==> src/rtl/lt_tpg_pkg.sv <==
package lt_tpg_pkg;
    typedef enum logic [1:0] {
        LF_HOLD  = 2'd0,
        LF_SHIFT = 2'd1,
        LF_LOAD  = 2'd2
    } lf_act_e;
endpackage

==> src/rtl/lt_lfsr.sv <==
module lt_lfsr
    import lt_tpg_pkg::*;
#(
    parameter int          W       = 16,
    parameter logic [W-1:0] TAPS    = 16'hB400,
    parameter logic [W-1:0] NZ_SEED = 16'hACE1
) (
    input  logic         clk,
    input  lf_act_e      act,
    input  logic [W-1:0] seed,
    output logic [W-1:0] state
);
    typedef struct packed {
        logic [W-1:0] sr;
    } lf_st_t;

    lf_st_t st_d, st_q;
    logic   fb;

    always_comb begin
        st_d = st_q;
        fb   = ^(st_q.sr & TAPS);
        unique case (act)
            LF_LOAD:  st_d.sr = (seed == '0) ? NZ_SEED : seed;
            LF_SHIFT: st_d.sr = {st_q.sr[W-2:0], fb};
            default:  st_d.sr = st_q.sr;
        endcase
    end

    always_ff @(posedge clk) begin
        st_q <= st_d;
    end

    assign state = st_q.sr;
endmodule

==> src/rtl/lt_toggle.sv <==
module lt_toggle #(
    parameter int K = 2
) (
    input  logic         clk,
    input  logic         rst,
    input  logic         step,
    input  logic [K-1:0] sel,
    output logic         q
);
    typedef struct packed {
        logic t;
    } tg_st_t;

    tg_st_t st_d, st_q;
    logic   t_in;

    always_comb begin
        st_d = st_q;
        t_in = &sel;
        if (rst)
            st_d.t = 1'b0;
        else if (step && t_in)
            st_d.t = ~st_q.t;
    end

    always_ff @(posedge clk) begin
        st_q <= st_d;
    end

    assign q = st_q.t;
endmodule

==> src/rtl/lt_pat_cnt.sv <==
module lt_pat_cnt #(
    parameter int CHAIN_LEN = 64
) (
    input  logic clk,
    input  logic rst,
    input  logic step,
    output logic done
);
    localparam int CNT_W = (CHAIN_LEN > 2) ? $clog2(CHAIN_LEN) : 1;
    localparam logic [CNT_W-1:0] LAST = CNT_W'(CHAIN_LEN - 1);

    typedef struct packed {
        logic [CNT_W-1:0] cnt;
        logic             done;
    } pc_st_t;

    pc_st_t st_d, st_q;

    always_comb begin
        st_d      = st_q;
        st_d.done = 1'b0;
        if (rst) begin
            st_d.cnt = '0;
        end else if (step) begin
            if (st_q.cnt == LAST) begin
                st_d.cnt  = '0;
                st_d.done = 1'b1;
            end else begin
                st_d.cnt = st_q.cnt + 1'b1;
            end
        end
    end

    always_ff @(posedge clk) begin
        st_q <= st_d;
    end

    assign done = st_q.done;
endmodule

==> src/rtl/lt_scan_tpg.sv <==
module lt_scan_tpg
    import lt_tpg_pkg::*;
#(
    parameter int           W         = 16,
    parameter logic [W-1:0] TAPS      = 16'hB400,
    parameter logic [W-1:0] NZ_SEED   = 16'hACE1,
    parameter int           K         = 2,
    parameter int           CHAIN_LEN = 64
) (
    input  logic         clk,
    input  logic         rst,
    input  logic         en,
    input  logic         seed_load,
    input  logic [W-1:0] seed,
    output logic         scan_in,
    output logic         pattern_done
);
    lf_act_e      act;
    logic         step;
    logic [W-1:0] lfsr_q;

    always_comb begin
        step = en && !seed_load && !rst;
        if (rst || seed_load)
            act = LF_LOAD;
        else if (en)
            act = LF_SHIFT;
        else
            act = LF_HOLD;
    end

    lt_lfsr #(.W(W), .TAPS(TAPS), .NZ_SEED(NZ_SEED)) u_lfsr (
        .clk  (clk),
        .act  (act),
        .seed (seed),
        .state(lfsr_q)
    );

    lt_toggle #(.K(K)) u_tog (
        .clk (clk),
        .rst (rst),
        .step(step),
        .sel (lfsr_q[K-1:0]),
        .q   (scan_in)
    );

    lt_pat_cnt #(.CHAIN_LEN(CHAIN_LEN)) u_cnt (
        .clk (clk),
        .rst (rst),
        .step(step),
        .done(pattern_done)
    );
endmodule

==> config.mk <==
export PLATFORM = sky130hd
export DESIGN_NAME = lt_scan_tpg
export DESIGN_NICKNAME = d
export VERILOG_FILES = /design/src/rtl/lt_tpg_pkg.sv /design/src/rtl/lt_lfsr.sv /design/src/rtl/lt_toggle.sv /design/src/rtl/lt_pat_cnt.sv /design/src/rtl/lt_scan_tpg.sv
export SDC_FILE = /design/constraint.sdc
export NUM_CORES = 1
export LEC_CHECK = 0
export BUFFER_PORTS_ARGS = -buffer_cell sky130_fd_sc_hd__buf_2
export CELL_PAD_IN_SITES_DETAIL_PLACEMENT = 1
export CELL_PAD_IN_SITES_GLOBAL_PLACEMENT = 2
export CORE_MARGIN = 5
export CORE_UTILIZATION = 37
export CTS_BUF_LIST = sky130_fd_sc_hd__clkbuf_8
export DETAILED_ROUTE_END_ITERATION = 8
export PLACE_DENSITY = 0.86
export SYNTH_ARGS = -nofsm -noshare
export SYNTH_HDL_FRONTEND = slang
export SYNTH_HIERARCHICAL = 1
export SYNTH_SLANG_ARGS = --single-unit
==> constraint.sdc <==
create_clock -name clk -period 2.3 [get_ports clk]
set_clock_uncertainty 0.2 [all_clocks]
set_input_delay 0.575 -clock clk [delete_from_list [all_inputs] [get_ports clk]]
set_output_delay 0.575 -clock clk [all_outputs]
set_load 0.02 [all_outputs]
==> results of run 1 <==
through the flow:
step / hold slack [ns] / setup WS (ns) / power [mW] / util (%)
CTS: 0.321 / 0.391 / 0.984 / 47.2
global route: 0.350 / 0.289 / 1.02 / 47.2
finish: 0.316 / 0.389 / 0.969 / 47.2
floorplan: 0.269 / 0.202 / 0.565 / -
global placement: 0.292 / 0.148 / 0.609 / 44.8
detailed placement: 0.307 / 0.102 / 0.615 / 44.8
cell usage after synthesis, types with 2 or more instances:
master	count
a21oi_1	7
buf_2	2
dfxtp_1	8
edfxtp_1	16
ha_1	2
inv_1	10
mux2_2	8
nand2_1	3
nand3_1	4
nor2_1	5
nor2b_1	8
nor3_1	3
nor3b_1	2
nor4_2	3
xnor2_1	2
xor2_1	5
kinds of logic (layout without fill, tap and decap cells):
family / count (synthesis) / count (layout) / share of synthesized area [%]
compound gates: 10 / 10 / 5.90
xor+xnor: 7 / 7 / 5.16
fa+ha+maj: 2 / 2 / 2.11
buf+inv: 13 / 40 / 4.64
flops: 24 / 24 / 54.0
mux: 10 / 10 / 9.69
simple gates: 33 / 33 / 18.5
final cells by class:
type | instances | area, um^2 | area share [%]
Inverter | 10 | 37.5 | 2.59
Timing Repair Buffer | 26 | 155 | 10.7
Clock buffer | 3 | 41.3 | 2.84
Clock inverter | 1 | 30.0 | 2.07
Multi-Input combinational cell | 62 | 492 | 33.9
Sequential cell | 24 | 641 | 44.1
Tap cell | 44 | 55.1 | 3.79
power by group through the flow:
stage / Combinational (mW) / Sequential [mW] / Clock (mW)
after floorplan: 0.0511 / 0.514 / 0
after global placement: 0.0920 / 0.517 / 0
after detailed placement: 0.0951 / 0.520 / 0
after CTS: 0.0966 / 0.511 / 0.377
after global routing: 0.105 / 0.513 / 0.401
final: 0.0943 / 0.510 / 0.365
layer usage:
metal	vias to the layer above	track usage, %	share of wire (%)
met1	393	15.6	43
met5	-	0	0
met3	4	2.19	6.5
met2	18	20.8	49
met4	0	5.33	1.3
li1	405	-	-
flip-flops by register name (all words and copies together), names as in the netlist:
signal,flops
u_tog/q,1
u_cnt/done,1
u_lfsr/state,16
u_cnt/st_q,6
path summary, 6_finish.rpt:
check | cells past startpoint | to
setup / recovery | 6 | u_lfsr/state[10]$_DFFE_PP_
hold / removal | 2 | u_cnt/done$_SDFF_PP0_
setup reg to reg | 3 | u_lfsr/state[0]$_DFFE_PP_
hold reg to reg | 2 | u_cnt/done$_SDFF_PP0_
tightest hold or removal path, stage by stage (launching register included):
cell and delay [ns]:
dfxtp_1 0.34, nand3_1 0.09, nor3_1 0.05
==> summary.md, run 1 <==
| Metric | Value |
|---|---|
| FFs w/ async S/R, synth | 0% |
| Num CTS Buffers | 3 |
| Core area | 0.00308 mm^2 |
| Sw frac | 20.3% |
| Mapped cell area | 0.00119 mm^2 |
| Sw power | 0.196 mW |
| Crit-path slowest cell | a41oi_2 |
| Crit-path max FO | 17 |
| Critical path class | input port to register |
| CP bufs+invs | 2 |
| Die H | 66.7 um |
| Filler cells | 347 |
| RSZ-0062 raised after global routing | false |
| GPL Wtd Cong | 0.776 |
| Reg2Reg Launch Point | u_lfsr/state[12]$_DFFE_PP_ |
| Htree depth | 1 |
| Post-DP HPWL | 1910 um |
| DP Cell Count | 166 |
| Tot GR Track Use | 12.4% |
| Synthesized flop and latch total | 24 |
| Combinational Power Share | 9.7% |
| Die area | 0.00444 mm^2 |
| Final Cycle Share | 83.1% |
| Number of I/O pins | 22 |
| Maxcap violations | 0 |
| Grt ovf | 0 |
| CP startpoint kind | input port |
| Placed Area | 0.00138 mm^2 |
| Cell type with the largest total area after synthesis | edfxtp_1 |
| Clock transition at path regs | 0.09 ns |
| Most frequent cells in the layout | buf_2 (21), edfxtp_1 (16), inv_1 (10) |
| Top_reg_cell synth | edfxtp_1 |
| Register share of total power | 52.6% |
| Via density per instance | 4.82 |
| Hold Crit Class | register to register |
| Critical Path AT | 1.71 ns |
| Drt wl/cell | 14.3 um |
| Setup repair bufs after CTS | 0 |
| Synthesized Nets | 121 |
| # clock sinks | 24 |
| ANT cells | 0 |
| Via count of the first global-routing pass | 913 |
| Most common cell after layout, fill and taps aside | buf_2 |
| CP max stage delay | 0.36 ns |
| Final slew viol count | 0 |
| Crit path required time | 2.10 ns |
| EDFF count, synth | 16 |
| Worst reg2reg setup slack | 0.93 ns |
| Synthesized instance count | 99 |
| Actual slew at the worst max-slew pin | 0.403 ns |
| Initial antenna violation count | 0 |
| Final Hold Viols | 0 |
| Syn-to-layout area delta | 22.2% |
| DRT Wirelength | 2430 um |
| Worst setup EP type | register |
| CTS tree | done |
| Via count | 820 |
| LEAKAGE | 0.583 nW |
| Worst slew margin | 73.1% |
| TritonRoute pass-1 iters | 4 |
| Synth warn | 6 |
| Worst skew pair latency | 0.26 ns |
| Non-Filler Instances | 170 |
| Setup TNS Final | 0 ns |
| Peak supply drop | 0.298 mV |
| Area contributors post-synth | edfxtp_1 (40%), dfxtp_1 (13%), mux2_2 (7.6%), nor2b_1 (4.2%), xor2_1 (3.7%) |
| Layout cells sized above 1 | 36.5% |
| First-pass GRT wire length | 4150 um |
| Starting Density | 38.6% |
| Design Area, Final | 0.00145 mm^2 |
| Fin nets | 149 |
| Int Power | 0.772 mW |
| Max clock buf depth | 2 |
| Synth top area share | 40.5% |
| Routed Antenna Nets | 0 |
| Final min period | 1.91 ns |
| Clock power frac | 37.6% |
| Post-synthesis sequential area ratio | 54.0% |
| Post-route DRC | 0 |
| Hold path startpoint | u_cnt/st_q[5]$_SDFFE_PP0P_ |
| Clock root cell | clkbuf_8 |
| CP cell instances | buf_2 -> nor3b_1 -> ha_1 -> buf_12 -> a41oi_2 -> a21oi_1 |
| PwrDens | 667 mW/mm^2 |
| Distinct cells, synth | 27 |
| Resized cells post-CTS | 0 |
| # hold bufs at CTS | 0 |
| Row cnt | 20 |
| Number of buffers added on ports | 21 |
| Syn_area_per_cell | 12.0 um^2 |
| Endpoints failing setup | 0 |
| Die width | 66.7 um |
| Largest net degree at the start of global routing | 18 |
| Starting DRT DRC Count | 21 |
| F_max | 523 MHz |
| Critical Path Start | en |
| Status | finished, final reports clean |
| Delay-heaviest family, CP | compound AO/OA/AOI/OAI gates |
(Power assumes the default switching activity.)
==> run 2: changes to the inputs <==
Settings changed: ABC_AREA from default to 1, CORE_UTILIZATION 37 to 32.
Clock period 2.3 ns to 1.8 ns, I/O delays scaled along.
==> run 2 against run 1 <==
Against the previous run: clock power grew 30%; non-clock buffer count rose by 2; sequential share of layout area is 1.7 points lower; hold slack worse by 0.057 ns; via count increased by 33%; first-iteration DRC count rose by 19%; sequential cell count did not move; count of clock-buffer cells in the layout did not move; critical endpoint is now u_lfsr/state[0]$_DFFE_PP_; largest cell class unchanged; largest power group unchanged; highest routed layer unchanged.
==> summary.md, run 2 <==
| Metric | Value |
|---|---|
| Critical Path AT | 1.39 ns (-0.32 ns) |
| CP startpoint kind | input port |
| Via count of the first global-routing pass | 1129 (+24%) |
| Max clock buf depth | 2 (unchanged) |
| Final Hold Viols | 0 (unchanged) |
| Clock root cell | clkbuf_8 |
| Starting DRT DRC Count | 25 (+19%) |
| DP Cell Count | 234 (+41%) |
| Row cnt | 22 (+10%) |
| DP Worst Slack | -0.0624 ns (-0.164 ns) |
| Actual slew at the worst max-slew pin | 0.258 ns (-0.145 ns) |
| Syn-to-layout area delta | 22.6% |
| F_max | 647 MHz |
| Final slew viol count | 0 (unchanged) |
| Number of buffers added on ports | 21 (unchanged) |
| M2 GR Usage | 22.8% (+2.0 points) |
| ANT cells | 0 (unchanged) |
| Max FFs per register | 16 (unchanged) |
| Drt wl/cell | 11.9 um (-17%) |
| EDFF count, synth | 16 (unchanged) |
| Mapped cell area | 0.00123 mm^2 (+3.7%) |
| Gr busiest metal | met2 |
| Area contributors post-synth | edfxtp_1 (39%), nand2_1 (16%), dfxtp_1 (13%), nor2_1 (11%), inv_1 (5.2%) |
| Largest net degree at the start of global routing | 17 (-1) |
| Clock power frac | 38.0% (+0.4 points) |
| Post-DP HPWL | 2250 um (+18%) |
| PwrDens | 828 mW/mm^2 (+24%) |
| Final min period | 1.55 ns |
| Worst path most repeated cell | inv_1 |
| Clock transition at path regs | 0.09 ns (about the same) |
| Peak supply drop | 0.580 mV (+95%) |
| Core area | 0.00369 mm^2 (+20%) |
| Synthesized flop and latch total | 24 (unchanged) |
| Synthesized instance count | 161 (+63%) |
| FFs w/ async S/R, synth | 0% (unchanged) |
| Sw power | 0.266 mW (+35%) |
| Status | finished, final reports clean |
| Most frequent cells in the layout | nand2_1 (52), nor2_1 (35), buf_2 (21) |
| Hold Crit Class | input port to register |
| Most common cell after layout, fill and taps aside | nand2_1 |
| Htree depth | 1 (unchanged) |
| Count leader, synth | nand2_1 |
| Syn_area_per_cell | 7.65 um^2 (-36%) |
| Post-route DRC | 0 (unchanged) |
| Post-synthesis sequential area ratio | 52.0% (-1.9 points) |
| Met1 usage | 12.9% (-2.7 points) |
| Worst Setup Slack, final | 0.254 ns (-0.136 ns) |
| Starting Density | 33.4% (-5.2 points) |
| Distinct cells, synth | 17 (-37%) |
| Worst slew margin | 82.8% (+9.6 points) |
| Endpoints failing setup | 0 (unchanged) |
| Critical path class | input port to register |
| Maxcap violations | 0 (unchanged) |
| Worst skew pair latency | 0.27 ns (about the same) |
| Combinational Power Share | 10.0% (+0.3 points) |
| # hold bufs at CTS | 0 (unchanged) |
| Register share of total power | 51.9% (-0.7 points) |
| Placed Area | 0.00144 mm^2 (+4.2%) |
| First-pass GRT wire length | 4950 um (+19%) |
| LEAKAGE | 0.710 nW (+22%) |
| GPL Wtd Cong | 0.817 (+5.3%) |
| Worst setup EP type | register |
| Num CTS Buffers | 3 (unchanged) |
| CTS tree | done |
| Delay-heaviest family, CP | simple AND/OR/NAND/NOR gates |
| CP max stage delay | 0.23 ns (-0.13 ns) |
| Non-Filler Instances | 238 (+40%) |
| CP bufs+invs | 4 (+2) |
| Die area | 0.00519 mm^2 (+17%) |
| Crit path required time | 1.64 ns (-0.46 ns) |
| TritonRoute pass-1 iters | 4 (unchanged) |
| Sw frac | 21.3% (+1.0 points) |
| Die H | 72.0 um (+8.1%) |
| CP cell instances | buf_2 -> or2_1 -> inv_1 -> ha_1 -> buf_4 -> nand3_1 -> nand2_1 -> inv_1 |
| Grt met3 use | 3.74% (+1.5 points) |
| Number of I/O pins | 22 (unchanged) |
| Int Power | 0.984 mW (+27%) |
| Initial antenna violation count | 0 (unchanged) |
| Fin nets | 213 (+43%) |
| Top cells by count, synth | nand2_1 (52), nor2_1 (35), inv_1 (17) |
| DRT Wirelength | 2830 um (+17%) |
| Resized cells post-CTS | 0 (unchanged) |
| Top_reg_cell synth | edfxtp_1 |
| Filler cells | 479 (+38%) |
| Via density per instance | 4.59 (-4.8%) |
| Synth top area share | 39.0% (-1.4 points) |
| RSZ-0062 raised after global routing | false |
| Grt ovf | 0 (unchanged) |
| Crit-path slowest cell | ha_1 |
| Die width | 72.0 um (+8.1%) |
| # clock sinks | 24 (unchanged) |
| WHS | 0.259 ns (-0.0571 ns) |
| Design Area, Final | 0.00151 mm^2 (+4.0%) |
| Synth warn | 6 (unchanged) |
| Setup repair bufs after CTS | 0 (unchanged) |
| Final core occ | 40.9% (-6.2 points) |
| Routed Antenna Nets | 0 (unchanged) |
| Layout cells sized above 1 | 20.5% (-16 points) |
| Cell type with the largest total area after synthesis | edfxtp_1 |
| Tot GR Track Use | 12.1% (-0.37 points) |
| Crit-path max FO | 4 (-13) |
| Final Cycle Share | 85.9% |
| Via count | 1093 (+33%) |
| Synthesized Nets | 183 (+51%) |
## run 2: stage by stage
stage	TNS, ns	total power [mW]
final	0	1.25
after global routing	0	1.31
after CTS	0	1.27
after detailed placement	-0.592	0.790
after global placement	-0.00419	0.783
after floorplan	0	0.726
## run 2: layout make-up
cell class                 count  area [um^2]  area share (%)
sequential                    24          641            42.5
multi-input combinational    116          495            32.8
timing repair buffer          28          170            11.3
inverter                      18         71.3            4.73
tap                           48         60.1            3.98
clock buffer                   3         41.3            2.74
clock inverter                 1         30.0            1.99
## run 2: cells by family after synthesis
group | Yosys count | share of synthesized area [%]
buffers and inverters | 21 | 7.72
AOI/OAI and AO/OA | 14 | 5.79
and+or+nand+nor | 100 | 32.4
DFF | 24 | 52.0
adders and majority gates | 2 | 2.03
## run 2: worst paths after layout
kind	start	end	slack, ns	cells after the start
hold reg to reg	u_cnt/st_q[3]$_SDFFE_PP0P_	u_cnt/st_q[3]$_SDFFE_PP0P_	0.34	2
setup / recovery	seed_load	u_lfsr/state[0]$_DFFE_PP_	0.25	8
hold / removal	seed[12]	u_lfsr/state[12]$_DFFE_PP_	0.26	3
setup reg to reg	u_cnt/st_q[1]$_SDFFE_PP0P_	u_cnt/st_q[4]$_SDFFE_PP0P_	0.38	6
## run 2: power groups by stage
stage	Sequential [mW]	Clock, mW	Combinational (mW)
2_1_floorplan	0.657	0	0.0699
3_3_place_gp	0.661	0	0.123
3_5_place_dp	0.662	0	0.128
4_1_cts	0.650	0.491	0.129
5_1_grt	0.653	0.517	0.145
6_report	0.649	0.475	0.126
## run 2: tightest hold or removal path, delay by kind of cell
kind                   cells  cell delay, ns
and+or+nand+nor            2            0.10
buffers and inverters      1            0.09
## run 2: layer usage
| metal | routed length (um) | vias up |
|---|---|---|
| li1 | - | 566 |
| met1 | 1200 | 502 |
| met2 | 1460 | 21 |
| met3 | 145 | 4 |
| met4 | 28 | 0 |
| met5 | 0 | - |
